**src/rtl/ea_unit.sv**
```systemverilog
module ea_unit #(
  parameter int W = 16
) (
  input  logic         clk,
  input  logic         rst_n,
  input  logic         start,
  input  logic [3:0]   mode,
  input  logic [W-1:0] addr_field,
  input  logic         reg_we,
  input  logic [1:0]   reg_sel,
  input  logic [W-1:0] reg_wdata,
  output logic         mem_re,
  output logic [W-1:0] mem_addr,
  input  logic [W-1:0] mem_rdata,
  output logic [W-1:0] ea,
  output logic [W-1:0] operand,
  output logic         done,
  output logic         mode_err
);

  localparam logic [3:0] M_IMPL = 4'd0, M_IMM = 4'd1, M_REG = 4'd2, M_RIND = 4'd3,
                         M_AINC = 4'd4, M_ADEC = 4'd5, M_DIR = 4'd6, M_IND = 4'd7,
                         M_PCR  = 4'd8, M_IDX = 4'd9, M_BASE = 4'd10;

  typedef enum logic [2:0] {S_IDLE, S_PTR, S_PTR_DATA, S_OP, S_OP_DATA} state_t;

  state_t state;
  logic [W-1:0] pc_q, r1_q, xr_q, bar_q;
  logic [W-1:0] ea_q, op_q, addr_q;
  logic         re_q, done_q, err_q;

  logic [W-1:0] ea_c;
  logic         one_read, is_ind, is_bad;
  logic         idle, accept, finish;

  assign idle   = (state == S_IDLE);
  assign accept = start && idle;

  always_comb begin
    ea_c     = '0;
    one_read = 1'b1;
    case (mode)
      M_RIND, M_AINC: ea_c = r1_q;
      M_ADEC:         ea_c = r1_q - W'(1);
      M_DIR:          ea_c = addr_field;
      M_PCR:          ea_c = pc_q + W'(2) + addr_field;
      M_IDX:          ea_c = xr_q + addr_field;
      M_BASE:         ea_c = bar_q + addr_field;
      default:        one_read = 1'b0;
    endcase
  end

  assign is_ind = (mode == M_IND);
  assign is_bad = (mode > M_BASE);
  assign finish = (state == S_OP_DATA) || (accept && !one_read && !is_ind);

  always_ff @(posedge clk) begin
    if (!rst_n) begin
      state  <= S_IDLE;
      ea_q   <= '0;
      op_q   <= '0;
      addr_q <= '0;
      re_q   <= 1'b0;
      done_q <= 1'b0;
      err_q  <= 1'b0;
    end else begin
      re_q   <= 1'b0;
      done_q <= 1'b0;
      err_q  <= 1'b0;
      case (state)
        S_IDLE: if (start) begin
          if (one_read) begin
            ea_q   <= ea_c;
            addr_q <= ea_c;
            re_q   <= 1'b1;
            state  <= S_OP;
          end else if (is_ind) begin
            addr_q <= addr_field;
            re_q   <= 1'b1;
            state  <= S_PTR;
          end else begin
            ea_q   <= '0;
            op_q   <= (mode == M_IMM) ? addr_field :
                      (mode == M_REG) ? r1_q : '0;
            err_q  <= is_bad;
            done_q <= 1'b1;
          end
        end
        S_PTR:      state <= S_PTR_DATA;
        S_PTR_DATA: begin
          ea_q   <= mem_rdata;
          addr_q <= mem_rdata;
          re_q   <= 1'b1;
          state  <= S_OP;
        end
        S_OP:       state <= S_OP_DATA;
        S_OP_DATA: begin
          op_q   <= mem_rdata;
          done_q <= 1'b1;
          state  <= S_IDLE;
        end
        default:    state <= S_IDLE;
      endcase
    end
  end

  always_ff @(posedge clk) begin
    if (!rst_n) begin
      pc_q  <= '0;
      r1_q  <= '0;
      xr_q  <= '0;
      bar_q <= '0;
    end else begin
      if (reg_we && reg_sel == 2'd0) pc_q <= reg_wdata;
      else if (finish)               pc_q <= pc_q + W'(2);

      if (reg_we && reg_sel == 2'd1)     r1_q <= reg_wdata;
      else if (accept && mode == M_AINC) r1_q <= r1_q + W'(1);
      else if (accept && mode == M_ADEC) r1_q <= r1_q - W'(1);

      if (reg_we && reg_sel == 2'd2) xr_q  <= reg_wdata;
      if (reg_we && reg_sel == 2'd3) bar_q <= reg_wdata;
    end
  end

  assign mem_re   = re_q;
  assign mem_addr = addr_q;
  assign ea       = ea_q;
  assign operand  = op_q;
  assign done     = done_q;
  assign mode_err = err_q;

endmodule

```
**config.mk**
```make
export PLATFORM = sky130hd
export DESIGN_NAME = ea_unit
export DESIGN_NICKNAME = d
export VERILOG_FILES = /design/src/rtl/ea_unit.sv
export SDC_FILE = /design/constraint.sdc
export NUM_CORES = 1
export LEC_CHECK = 0
export ABC_AREA = 1
export BUFFER_PORTS_ARGS = -buffer_cell sky130_fd_sc_hd__buf_2
export CAP_MARGIN = 0
export CORE_UTILIZATION = 45
export CTS_BUF_LIST = sky130_fd_sc_hd__clkbuf_8
export CTS_CLUSTER_SIZE = 10
export DETAILED_ROUTE_END_ITERATION = 16
export GPL_ROUTABILITY_DRIVEN = 0
export HOLD_SLACK_MARGIN = 0.08
export PLACE_DENSITY_LB_ADDON = 0.3
export SETUP_SLACK_MARGIN = 0.4
export SYNTH_ARGS = -nofsm -noshare
export SYNTH_HDL_FRONTEND = slang
export SYNTH_SLANG_ARGS = --single-unit
```
**constraint.sdc**
```tcl
create_clock -name clk -period 3.5 [get_ports clk]
set_input_delay 0.35 -clock clk [delete_from_list [all_inputs] [get_ports clk]]
set_output_delay 0.35 -clock clk [all_outputs]
set_load 0.02 [all_outputs]
```
==> summary.txt <==
Setup path
  • CP max-delay cell: ha_1
  • Crit path kind: reg2reg
  • Worst path arrival time: between 3 and 4 ns
  • Req. time, crit path: 3.88 ns
  • Startpoint type of the worst setup path: flip-flop
  • Critical Path Most Common Cell: nand2_1
  • Critical-path cell list: nand2_1, inv_2, nand3_4, nor2_4, nand2_2, nor2_4, nand2_1, xnor2_2, nand2_1, o211ai_1, ha_1, inv_2, o21bai_2, o21bai_1, a21oi_1, nand2_1, nand2_1, nand3_1, nand3_1, nand2_1, a21oi_1
  • Crit path max fanout: 5
  • CP Capture Type: flip-flop
  • CP peak stage delay: roughly 0.42 ns

Logic synthesis
  • Syn Inst Count: ~1200
  • Library cells used by synthesis: 44
  • Cell Area, Synth: between 7000 and 8000 sq um
  • Asr flop ratio synth: 0%
  • Ranking of synthesized cells by area: dfxtp_1 (31%), nand2_1 (14%), o21ai_0 (8.2%), nor2_1 (8.0%), inv_1 (6.1%)
  • Main synth FF type: dfxtp_1
  • Synth cell count leaders: nand2_1 (291), nor2_1 (163), o21ai_0 (126)
  • Yosys top cell by area: dfxtp_1
  • Share of the synthesized area in the top cell type: 30.7%
  • Synth Net Count: between 1000 and 1500
  • Yosys reg bits: ~120
  • Post-synth EDFFs: 0
  • Seq/Total Area, Yosys: a little under a third
  • Synthesized area per cell: approximately 6.3 sq um
  • Most common cell in the synthesized netlist: nand2_1
  • Warnings, synthesis: 0

Global route
  • First-pass GRT wire length: roughly 40000 um
  • Largest net degree at the start of global routing: between 70 and 80
  • GRT Overall Usage: 28.5%
  • Vias in the first global route: between 7000 and 8000
  • Initial antenna violation count: 0
  • Congestion Overflow GR: 0

Route
  • Final WL: 25000 um
  • Antenna viol nets, final: 0
  • Via count: approximately 8500
  • Vias per cell: about 5.5
  • Wirelength per Cell: approximately 16 um
  • DRT Pass-1 Iters: 6
  • DRC: 0
  • Initial detailed-routing violation count: ~750

Floorplan
  • Die X: between 100 and 150 um
  • Die footprint: 17600 sq um
  • Initial Util: a little under half
  • Cell Rows: 47
  • Chip height: between 100 and 150 um
  • Floorplan core area: about 17000 sq um
  • Number of placed I/O pins: around 110

Layout
  • Fin area: just under 9000 sq um
  • Filler cells: between 1500 and 2000
  • Area Growth Syn to Fin: 15.8%
  • ANT cells: 0
  • Ratio of cells with drive above 1 in the final layout: between 10% and 20%
  • Multi-input logic area: between 4000 and 5000 sq um
  • Final Util: between 50% and 60%
  • Sequential cell area: roughly 2400 sq um
  • Final nets: 1397
  • Final std cells w/o fill: about 1500

CTS
  • Cts bufs inserted: 17
  • TritonCTS Sinks: around 120
  • Clock tree buffer depth: 2
  • Clock Root Buffer: clkbuf_8
  • H-tree levels: 4
  • Clock transition at the registers of the reported paths: approximately 0.07 ns
  • Clk Latency, worst-skew pair: 0.44 ns
  • Hold Buf Count CTS: 0
  • TritonCTS clock tree: done

Placed design
  • Dpl cells: 1511
  • Detail Placement HPWL: about 19000 um
  • Pre-CTS WS: 0.258 ns
  • Port bufs: 108
  • DP Area: 8400 sq um

Timing
  • Minimum clock period: approximately 3 ns
  • Worst Setup Slack, final: between 0.5 and 0.6 ns
  • Final Cycle Share: 85.5%
  • Slew Viols, Final: 0
  • Final setup viols: 0
  • Setup Skew: between 0.008 and 0.009 ns
  • Max Freq: ~0.33 GHz
  • Post-route setup TNS: 0 ns
  • Final hold vios: 0
  • WHS: around 0.18 ns
  • Worst Tran Pin Value: 0.907 ns
  • Slew headroom: 39.4%
  • RSZ-0062 raised after global routing: yes

Status
  • Status: finished, final reports clean

Min path
  • Worst hold path type: in2reg

Power
  • Power per standard cell area: around 420 nW/um^2
  • VDD IR max: 269 uV
  • Leakage power figure: 4.08 nW
  • Tot Pwr: around 3.7 mW

Run
  • Max-Cap Viols: 0
==> cells in the final DEF (no fill, tap or decap), types with 9 or more instances in the layout <==
cell / instances
a21oi_1: 70
a31oi_1: 32
buf_2: 108
buf_4: 22
clkbuf_8: 21
dfxtp_1: 112
ha_1: 19
inv_1: 127
nand2_1: 288
nand3_1: 62
nand4_1: 14
nor2_1: 158
nor2_2: 9
nor3_1: 14
o211ai_1: 13
o21ai_0: 124
o22ai_1: 10
xor2_1: 22
==> sequential cells by signal, indices dropped and copies added, names as in the netlist <==
| name | flops |
|---|---|
| done | 1 |
| operand | 16 |
| r1_q | 16 |
| mode_err | 1 |
| mem_addr | 16 |
| state | 3 |
| xr_q | 16 |
| bar_q | 16 |
| ea | 16 |
| mem_re | 1 |
| pc_q | 16 |
==> power breakdown <==
group	internal [mW]	leakage (nW)	switching, mW
Sequential	1.48	0.971	0.0960
Clock	0.538	0.184	0.542
Combinational	0.352	2.92	0.740
==> kinds of logic (layout without fill, tap and decap cells) <==
family | Yosys count | in the layout | share of synthesized area (%)
AOI/OAI and AO/OA | 288 | 288 | 21.2
muxes | 1 | 1 | 0.130
buffers and inverters | 186 | 292 | 9.60
xor gates and xnor gates | 30 | 30 | 3.42
adders and majority gates | 24 | 24 | 4.00
DFF | 118 | 118 | 30.7
and+or+nand+nor | 572 | 572 | 30.9
==> worst max-delay path: cells and delay by family (launching register included) <==
kind            cells  cell delay (ns)
compound gates      5             0.75
simple gates       12             1.05
flops               1             0.37
fa+ha+maj           1             0.42
buf+inv             2             0.17
xor+xnor            1             0.16
==> area by class of cell <==
| type | instances | share of cell area, % |
|---|---|---|
| multi-input cells | 915 | 53.0 |
| inverters | 133 | 5.60 |
| flip-flops and latches | 118 | 26.7 |
| clock buffers | 21 | 3.24 |
| clock inverters | 8 | 0.421 |
| well taps | 220 | 3.09 |
| repair buffers | 130 | 7.92 |
==> per-layer routing <==
layer  global-route usage, %  up-vias  wire, um
met2                    47.4      378     11500
met5                       0        -         0
li1                        -     4216         -
met3                    5.06       40      1860
met4                    8.30        0       572
met1                    37.5     3832     11000
==> worst paths after layout <==
path	depth (start not counted)	slack (ns)	to	start
max	21	0.51	ea[13]	pc_q[3]
min reg2reg	2	0.45	bar_q[15]	bar_q[15]
max reg2reg	21	0.51	ea[13]	pc_q[3]
min	3	0.18	operand[0]	mem_rdata[0]
==> what timing repair did <==
item	in CTS	in global routing
setup buffers	0	5
endpoints found under the hold margin	0	0
setup endpoints to repair	0	20
resized for setup	0	37
Power figures use the tool's default switching activity.
